[src/rtl/otp_seq_pkg.sv]
package otp_seq_pkg;

    typedef enum logic [2:0] {
        ST_IDLE   = 3'd0,
        ST_SETUP  = 3'd1,
        ST_PULSE  = 3'd2,
        ST_HOLD   = 3'd3,
        ST_VERIFY = 3'd4,
        ST_FINAL  = 3'd5
    } seq_state_e;

    typedef enum logic {
        PH_BLIND  = 1'b0,
        PH_CHECK  = 1'b1
    } seq_phase_e;

endpackage

[src/rtl/otp_cyc_timer.sv]
module otp_cyc_timer #(
    parameter int TW = 8
) (
    input  logic          clk,
    input  logic          rst_n,
    input  logic          load,
    input  logic [TW-1:0] load_val,
    output logic          expired
);

    logic [TW-1:0] cnt_d, cnt_q;

    always_comb begin
        cnt_d = cnt_q;
        if (load) begin
            cnt_d = load_val;
        end else if (cnt_q != '0) begin
            cnt_d = cnt_q - 1'b1;
        end
    end

    always_ff @(posedge clk or negedge rst_n) begin
        if (!rst_n) begin
            cnt_q <= '0;
        end else begin
            cnt_q <= cnt_d;
        end
    end

    assign expired = (cnt_q == '0);

endmodule

[src/rtl/otp_retry_ctr.sv]
module otp_retry_ctr #(
    parameter int MAX_RETRY = 10
) (
    input  logic clk,
    input  logic rst_n,
    input  logic clr,
    input  logic inc,
    output logic at_limit
);

    localparam int CW = $clog2(MAX_RETRY + 1);

    logic [CW-1:0] cnt_d, cnt_q;

    always_comb begin
        cnt_d = cnt_q;
        if (clr) begin
            cnt_d = '0;
        end else if (inc) begin
            cnt_d = cnt_q + 1'b1;
        end
    end

    always_ff @(posedge clk or negedge rst_n) begin
        if (!rst_n) begin
            cnt_q <= '0;
        end else begin
            cnt_q <= cnt_d;
        end
    end

    assign at_limit = (cnt_q == CW'(MAX_RETRY));

    // the extra-pulse count for one address never passes the limit
    assert_retry_bound_R7: assert property (@(posedge clk) disable iff (!rst_n)
        cnt_q <= CW'(MAX_RETRY));

    // the sequencer never asks for a pulse beyond the limit
    assert_no_inc_at_limit_R8: assert property (@(posedge clk) disable iff (!rst_n)
        inc |-> !at_limit);

endmodule

[src/rtl/otp_word_cmp.sv]
module otp_word_cmp #(
    parameter int DW = 16
) (
    input  logic [DW-1:0] got,
    input  logic [DW-1:0] want,
    output logic          match
);

    logic [DW-1:0] diff;

    always_comb begin
        diff  = got ^ want;
        match = (diff == '0);
    end

endmodule

[src/rtl/otp_prog_seq.sv]
module otp_prog_seq
    import otp_seq_pkg::*;
#(
    parameter int DEPTH     = 65536,
    parameter int DW        = 16,
    parameter int CLK_MHZ   = 50,
    parameter int PULSE_US  = 50,
    parameter int SETUP_US  = 2,
    parameter int HOLD_US   = 2,
    parameter int MAX_RETRY = 10,
    localparam int AW       = (DEPTH > 1) ? $clog2(DEPTH) : 1
) (
    input  logic          clk,
    input  logic          rst_n,
    input  logic          start,
    input  logic [DW-1:0] exp_data,
    input  logic [DW-1:0] rd_data,
    output logic [AW-1:0] arr_addr,
    output logic [DW-1:0] arr_wdata,
    output logic          pgm_pulse,
    output logic          supply_prog,
    output logic          supply_read,
    output logic          busy,
    output logic          done,
    output logic          fail,
    output logic [AW-1:0] fail_addr
);

    localparam int PULSE_CYC = PULSE_US * CLK_MHZ;
    localparam int SETUP_CYC = SETUP_US * CLK_MHZ;
    localparam int HOLD_CYC  = HOLD_US * CLK_MHZ;
    localparam int MAX_SH    = (SETUP_CYC > HOLD_CYC) ? SETUP_CYC : HOLD_CYC;
    localparam int MAX_CYC   = (PULSE_CYC > MAX_SH) ? PULSE_CYC : MAX_SH;
    localparam int TW        = $clog2(MAX_CYC + 1);
    localparam logic [AW-1:0] LAST_ADDR = AW'(DEPTH - 1);
    localparam logic [TW-1:0] LD_SETUP  = TW'(SETUP_CYC - 1);
    localparam logic [TW-1:0] LD_PULSE  = TW'(PULSE_CYC - 1);
    localparam logic [TW-1:0] LD_HOLD   = TW'(HOLD_CYC - 1);

    typedef struct packed {
        seq_state_e    st;
        seq_phase_e    ph;
        logic [AW-1:0] addr;
        logic          done;
        logic          fail;
        logic [AW-1:0] faddr;
    } seq_regs_t;

    seq_regs_t     r_d, r_q;
    logic          tmr_load;
    logic [TW-1:0] tmr_val;
    logic          tmr_exp;
    logic          rc_clr, rc_inc, rc_limit;
    logic          word_ok;
    logic          at_last;

    otp_cyc_timer #(.TW(TW)) u_timer (
        .clk      (clk),
        .rst_n    (rst_n),
        .load     (tmr_load),
        .load_val (tmr_val),
        .expired  (tmr_exp)
    );

    otp_retry_ctr #(.MAX_RETRY(MAX_RETRY)) u_retry (
        .clk      (clk),
        .rst_n    (rst_n),
        .clr      (rc_clr),
        .inc      (rc_inc),
        .at_limit (rc_limit)
    );

    otp_word_cmp #(.DW(DW)) u_cmp (
        .got   (rd_data),
        .want  (exp_data),
        .match (word_ok)
    );

    assign at_last = (r_q.addr == LAST_ADDR);

    always_comb begin
        r_d      = r_q;
        tmr_load = 1'b0;
        tmr_val  = '0;
        rc_clr   = 1'b0;
        rc_inc   = 1'b0;
        unique case (r_q.st)
            ST_IDLE: begin
                if (start) begin
                    r_d.st    = ST_SETUP;
                    r_d.ph    = PH_BLIND;
                    r_d.addr  = '0;
                    r_d.done  = 1'b0;
                    r_d.fail  = 1'b0;
                    r_d.faddr = '0;
                    rc_clr    = 1'b1;
                    tmr_load  = 1'b1;
                    tmr_val   = LD_SETUP;
                end
            end
            ST_SETUP: begin
                if (tmr_exp) begin
                    r_d.st   = ST_PULSE;
                    tmr_load = 1'b1;
                    tmr_val  = LD_PULSE;
                end
            end
            ST_PULSE: begin
                if (tmr_exp) begin
                    r_d.st   = ST_HOLD;
                    tmr_load = 1'b1;
                    tmr_val  = LD_HOLD;
                end
            end
            ST_HOLD: begin
                if (tmr_exp) begin
                    if (r_q.ph == PH_CHECK) begin
                        r_d.st = ST_VERIFY;
                    end else if (at_last) begin
                        r_d.st   = ST_VERIFY;
                        r_d.ph   = PH_CHECK;
                        r_d.addr = '0;
                        rc_clr   = 1'b1;
                    end else begin
                        r_d.st   = ST_SETUP;
                        r_d.addr = r_q.addr + 1'b1;
                        tmr_load = 1'b1;
                        tmr_val  = LD_SETUP;
                    end
                end
            end
            ST_VERIFY: begin
                if (word_ok) begin
                    rc_clr = 1'b1;
                    if (at_last) begin
                        r_d.st   = ST_FINAL;
                        r_d.addr = '0;
                    end else begin
                        r_d.addr = r_q.addr + 1'b1;
                    end
                end else if (rc_limit) begin
                    r_d.st    = ST_IDLE;
                    r_d.done  = 1'b1;
                    r_d.fail  = 1'b1;
                    r_d.faddr = r_q.addr;
                end else begin
                    r_d.st   = ST_SETUP;
                    rc_inc   = 1'b1;
                    tmr_load = 1'b1;
                    tmr_val  = LD_SETUP;
                end
            end
            ST_FINAL: begin
                if (!word_ok) begin
                    r_d.st    = ST_IDLE;
                    r_d.done  = 1'b1;
                    r_d.fail  = 1'b1;
                    r_d.faddr = r_q.addr;
                end else if (at_last) begin
                    r_d.st   = ST_IDLE;
                    r_d.done = 1'b1;
                end else begin
                    r_d.addr = r_q.addr + 1'b1;
                end
            end
            default: begin
                r_d.st = ST_IDLE;
            end
        endcase
    end

    always_ff @(posedge clk or negedge rst_n) begin
        if (!rst_n) begin
            r_q <= '{st: ST_IDLE, ph: PH_BLIND, addr: '0, done: 1'b0,
                     fail: 1'b0, faddr: '0};
        end else begin
            r_q <= r_d;
        end
    end

    assign arr_addr    = r_q.addr;
    assign arr_wdata   = exp_data;
    assign pgm_pulse   = (r_q.st == ST_PULSE);
    assign supply_prog = (r_q.st == ST_SETUP) || (r_q.st == ST_PULSE) ||
                         (r_q.st == ST_HOLD)  || (r_q.st == ST_VERIFY);
    assign supply_read = (r_q.st == ST_FINAL);
    assign busy        = (r_q.st != ST_IDLE);
    assign done        = r_q.done;
    assign fail        = r_q.fail;
    assign fail_addr   = r_q.faddr;

    // Checker state: length of the current pulse run
    logic [31:0] pw_q;
    always_ff @(posedge clk or negedge rst_n) begin
        if (!rst_n) begin
            pw_q <= '0;
        end else if (pgm_pulse) begin
            pw_q <= pw_q + 1'b1;
        end else begin
            pw_q <= '0;
        end
    end

    // pulses only under the programming supply
    assert_pulse_under_prog_R3: assert property (@(posedge clk) disable iff (!rst_n)
        pgm_pulse |-> supply_prog);

    // the two supply requests exclude each other
    assert_supply_exclusive_R3: assert property (@(posedge clk) disable iff (!rst_n)
        !(supply_prog && supply_read));

    // no pulse runs longer than the set width
    assert_pulse_not_long_R5: assert property (@(posedge clk) disable iff (!rst_n)
        pw_q <= 32'(PULSE_CYC));

    // a pulse that ends has lasted exactly the set width
    assert_pulse_exact_R5: assert property (@(posedge clk) disable iff (!rst_n)
        $fell(pgm_pulse) |-> (pw_q == 32'(PULSE_CYC)));

    // address and data hold through the pulse and the cycle after it
    assert_addr_stable_R6: assert property (@(posedge clk) disable iff (!rst_n)
        pgm_pulse |=> ($stable(arr_addr) && $stable(arr_wdata)));

    // completion flags agree with the busy indication
    assert_done_idle_R10: assert property (@(posedge clk) disable iff (!rst_n)
        done |-> !busy);

    assert_fail_has_done_R10: assert property (@(posedge clk) disable iff (!rst_n)
        fail |-> done);

    // a taken start raises busy and clears the result
    assert_start_taken_R1: assert property (@(posedge clk) disable iff (!rst_n)
        (start && !busy) |=> (busy && !done && !fail));

endmodule

[config.mk]
export PLATFORM = sky130hd
export DESIGN_NAME = otp_prog_seq
export DESIGN_NICKNAME = d
export VERILOG_FILES = /design/src/rtl/otp_seq_pkg.sv /design/src/rtl/otp_cyc_timer.sv /design/src/rtl/otp_retry_ctr.sv /design/src/rtl/otp_word_cmp.sv /design/src/rtl/otp_prog_seq.sv
export SDC_FILE = /design/constraint.sdc
export NUM_CORES = 1
export LEC_CHECK = 0
export BUFFER_PORTS_ARGS = -buffer_cell sky130_fd_sc_hd__buf_2
export CORE_ASPECT_RATIO = 0.7
export CORE_UTILIZATION = 47
export DETAILED_ROUTE_END_ITERATION = 8
export HOLD_SLACK_MARGIN = 0.08
export PLACE_DENSITY = 0.72
export SYNTH_ARGS = -nofsm -noshare
export SYNTH_HDL_FRONTEND = slang
export SYNTH_HIERARCHICAL = 1
export SYNTH_SLANG_ARGS = --single-unit
[constraint.sdc]
create_clock -name clk -period 3.3 [get_ports clk]
set_clock_uncertainty 0.05 [all_clocks]
set_input_delay 0.495 -clock clk [delete_from_list [all_inputs] [get_ports clk]]
set_output_delay 0.495 -clock clk [all_outputs]
set_load 0.05 [all_outputs]
==> flow_metrics.tcl <==
set metrics [dict create \
    synthMuxAreaShare 0.0160 \
    synthAdderAreaFrac 0.0174 \
    path_max_fanout 11 \
    start_kind "flop" \
    synth_top_area_frac 0.375 \
    power.share.clock 0.244 \
    synthArstFlopShare 1.00 \
    clock-sinks 54 \
    period_needed_ns 2.93 \
    drt_iter0_drc 170 \
    crit_chain "inv_1 > ha_1 > nor4b_4 > and4b_2 > buf_4 > mux2i_1 > nor2_1 > nor2_1 > nor2_1 > or2_1 > inv_1 > o311ai_0 > o311ai_1" \
    regArea_sq_um 1350 \
    yosys.area_share.xor_xnor 0.0511 \
    cts-root-buf "clkbuf_8" \
    vias_per_cell 5.37 \
    grt_remaining_overflow 0 \
    nets 497 \
    postCtsSetupRepairBufs 0 \
    die-area_sq_um 8020 \
    ys_warn_count 6 \
    outcome "complete, no violations" \
    synth_seq_cells 54 \
    cp.required_ns 3.41 \
    dpl.hpwl_um 6030 \
    io_pins 89 \
    slowest_stage "dfrtp_1" \
    hold_viol 0 \
    num_antenna_cells 0 \
    hp-class "in2async" \
    endpoint_kind "flop" \
    max_clock_freq_ghz 0.342 \
    drt_first_pass_iters 4 \
    grt_pass1_vias 2546 \
    insertion_delay_ns 0.31 \
    core.rowCount 26 \
    pwr-share-comb 0.325 \
    numCtsBuffers 5 \
    yosys.cell_types.count 68 \
    core_area_sq_um 7350 \
    grt_start_max_net_pins 38 \
    portBuffers 88 \
    layout.cells.non_filler 556 \
    grt_pass1_wl_um 12500 \
    fin_setup_tns_ns 0 \
    rsz0062_at_grt "no" \
    grt_usage 0.199 \
    worst_path_largest_cell_delay_ns 0.41 \
    post-route-period-util 0.887 \
    synth_edf_count 0 \
    antenna_found_initial 0 \
    clkTransAtPathRegs_ns 0.11 \
    cts_tree "built" \
    syn_inst 411 \
    sw_frac_of_total 0.382 \
    start_util 0.490 \
    synth_top_family_by_area "simple AND/OR/NAND/NOR gates" \
    cellLeakagePower_uw 0.00181 \
    ys_seq_area_frac 0.375 \
    place_congestion 0.857 \
    power_frac_seq 0.431 \
    avgSynthCellArea_sq_um 8.76 \
    synth_area_leaders "dfrtp_1, buf_4, nand2_1" \
    wl_um 8000 \
    p_sw_uw 836 \
    critPathKind "reg2reg" \
    power.density_nw_per_um2 552 \
    p_int_uw 1350 \
    slew_violations 0 \
    synth_simple_gate_area_frac 0.230 \
    drv.max_cap_violation_count 0 \
    worstMarginPinSlew_ns 0.836 \
    synthToLayoutAreaGrowth_pct 9.90 \
    drcViolationCount 0 \
    synth_compound_area_frac 0.172 \
    cts.path.max_buffers 2 \
    path_delay_family "simple AND/OR/NAND/NOR gates" \
    fill_cells 704 \
    multi_input_area_sq_um 1780 \
    antenna_left 0 \
    die_w_um 107 \
    htree_levels 2 \
    ir_drop_mv 0.368 \
    crit_top_cell "nor2_1" \
    setup_viol 0 \
    die_y_um 75.2 \
    netlist_area_sq_um 3600 \
    drive_gt1_frac 0.277 \
    dp_cells 548 \
    critPathArrivalTime_ns 3.04 \
    maxSlewHeadroom 0.443 \
    synth_top_cell_by_area "dfrtp_1" \
    vias 2987 \
    path_buf_inv 3 \
    wl_per_cell_um 14.4 \
    synth_flop_cell "dfrtp_1" \
]
-- kinds of logic after synthesis --
logic type | count (synthesis)
AOI/OAI and AO/OA | 99
xor gates and xnor gates | 21
adders and majority gates | 5
buffers and inverters | 74
DFF | 54
muxes | 5
other | 1
and+or+nand+nor | 152
-- Yosys cell counts, types with 6 or more instances --
master / count
nand2_1: 57
dfrtp_1: 54
buf_4: 52
o21ai_0: 31
nor2_1: 26
a21oi_1: 24
xnor2_1: 20
inv_1: 9
nand3_1: 9
clkbuf_1: 7
nand4_1: 7
nor2b_1: 6
-- per-stage QoR --
step	setup WS [ns]	hold WS [ns]	util	total power (uW)	area [sq um]
floorplan	0.629	0.149	-	1480	3620
global placement	0.467	0.406	0.518	1630	3810
detailed placement	0.322	0.416	0.518	1650	3810
CTS	0.319	0.262	0.537	2190	3950
global route	0.0482	0.305	0.538	2310	3960
finish	0.374	0.224	0.538	2180	3960
-- registers in the layout, indices dropped and copies added (netlist names) --
register / flops
arr_addr: 16
done: 1
fail: 1
fail_addr: 16
r_q: 4
u_retry/cnt_q: 4
u_timer/cnt_q: 12
-- power groups by stage --
stage	Combinational, uW	Clock (uW)	Sequential (uW)
3_3_place_gp	694	0	940
5_1_grt	787	568	959
4_1_cts	710	549	932
2_1_floorplan	577	0	908
6_report	711	532	942
3_5_place_dp	710	0	942
-- cell usage in the layout, fill, tap and decap left out, types with 2 or more instances in the layout --
master	Yosys	layout
xnor2_1	20	20
o31a_1	2	2
nor2_1	26	26
dfrtp_1	54	54
a31oi_1	5	5
nor2b_1	6	6
nor3b_1	2	2
o21ai_0	31	31
or2_1	4	4
nor3_1	5	5
nor4_1	3	3
a21oi_1	24	24
nand2b_1	3	3
and3_1	4	4
inv_1	9	9
clkbuf_8	0	5
a21o_1	2	2
mux2_2	2	2
o21ai_1	3	3
a41oi_1	4	4
or3_1	4	4
o21a_1	3	3
o22a_1	2	2
buf_2	4	88
bufinv_16	0	2
a2bb2oi_1	3	3
nor4_2	3	3
conb_1	1	5
o22ai_1	2	2
nand4b_1	3	3
nand2_1	57	57
o31ai_1	4	4
nand3_1	9	9
ha_1	5	5
o211ai_1	2	2
mux2i_1	2	2
nand4_1	7	7
buf_4	52	12
nor4b_4	1	2
-- path summary, 6_finish.rpt --
| check | to | cells after the start | slack [ns] | startpoint |
|---|---|---|---|---|
| worst max-delay path | u_timer/cnt_q[9] | 13 | 0.37 | u_timer/cnt_q[0] |
| min in group clk | fail_addr[10] | 2 | 0.44 | fail_addr[10] |
| worst max register to register | u_timer/cnt_q[9] | 13 | 0.37 | u_timer/cnt_q[0] |
| worst min register to register | fail_addr[10] | 2 | 0.44 | fail_addr[10] |
| worst min-delay path | done | 1 | 0.22 | rst_n |
| max in group asynchronous | fail_addr[1] | 2 | 2.29 | rst_n |
-- final cells by class --
type,instances,area share
multi-input cells,287,0.450
flip-flops and latches,54,0.341
repair buffers,100,0.134
well taps,98,0.0310
clock buffers,5,0.0174
clock inverters,3,0.0174
inverters,9,0.00854
-- timing repair --
item,4_1_cts,5_1_grt
setup endpoints to repair,0,1
resized for setup,0,2
hold buffers,0,0
-- layer usage --
layer	wire, um	track usage	share of wire
met5	0	0	0
met3	439	0.0346	0.055
met2	3390	0.297	0.42
met1	4130	0.304	0.52
met4	38	0.0381	0.0048
Power figures use the tool's default switching activity.
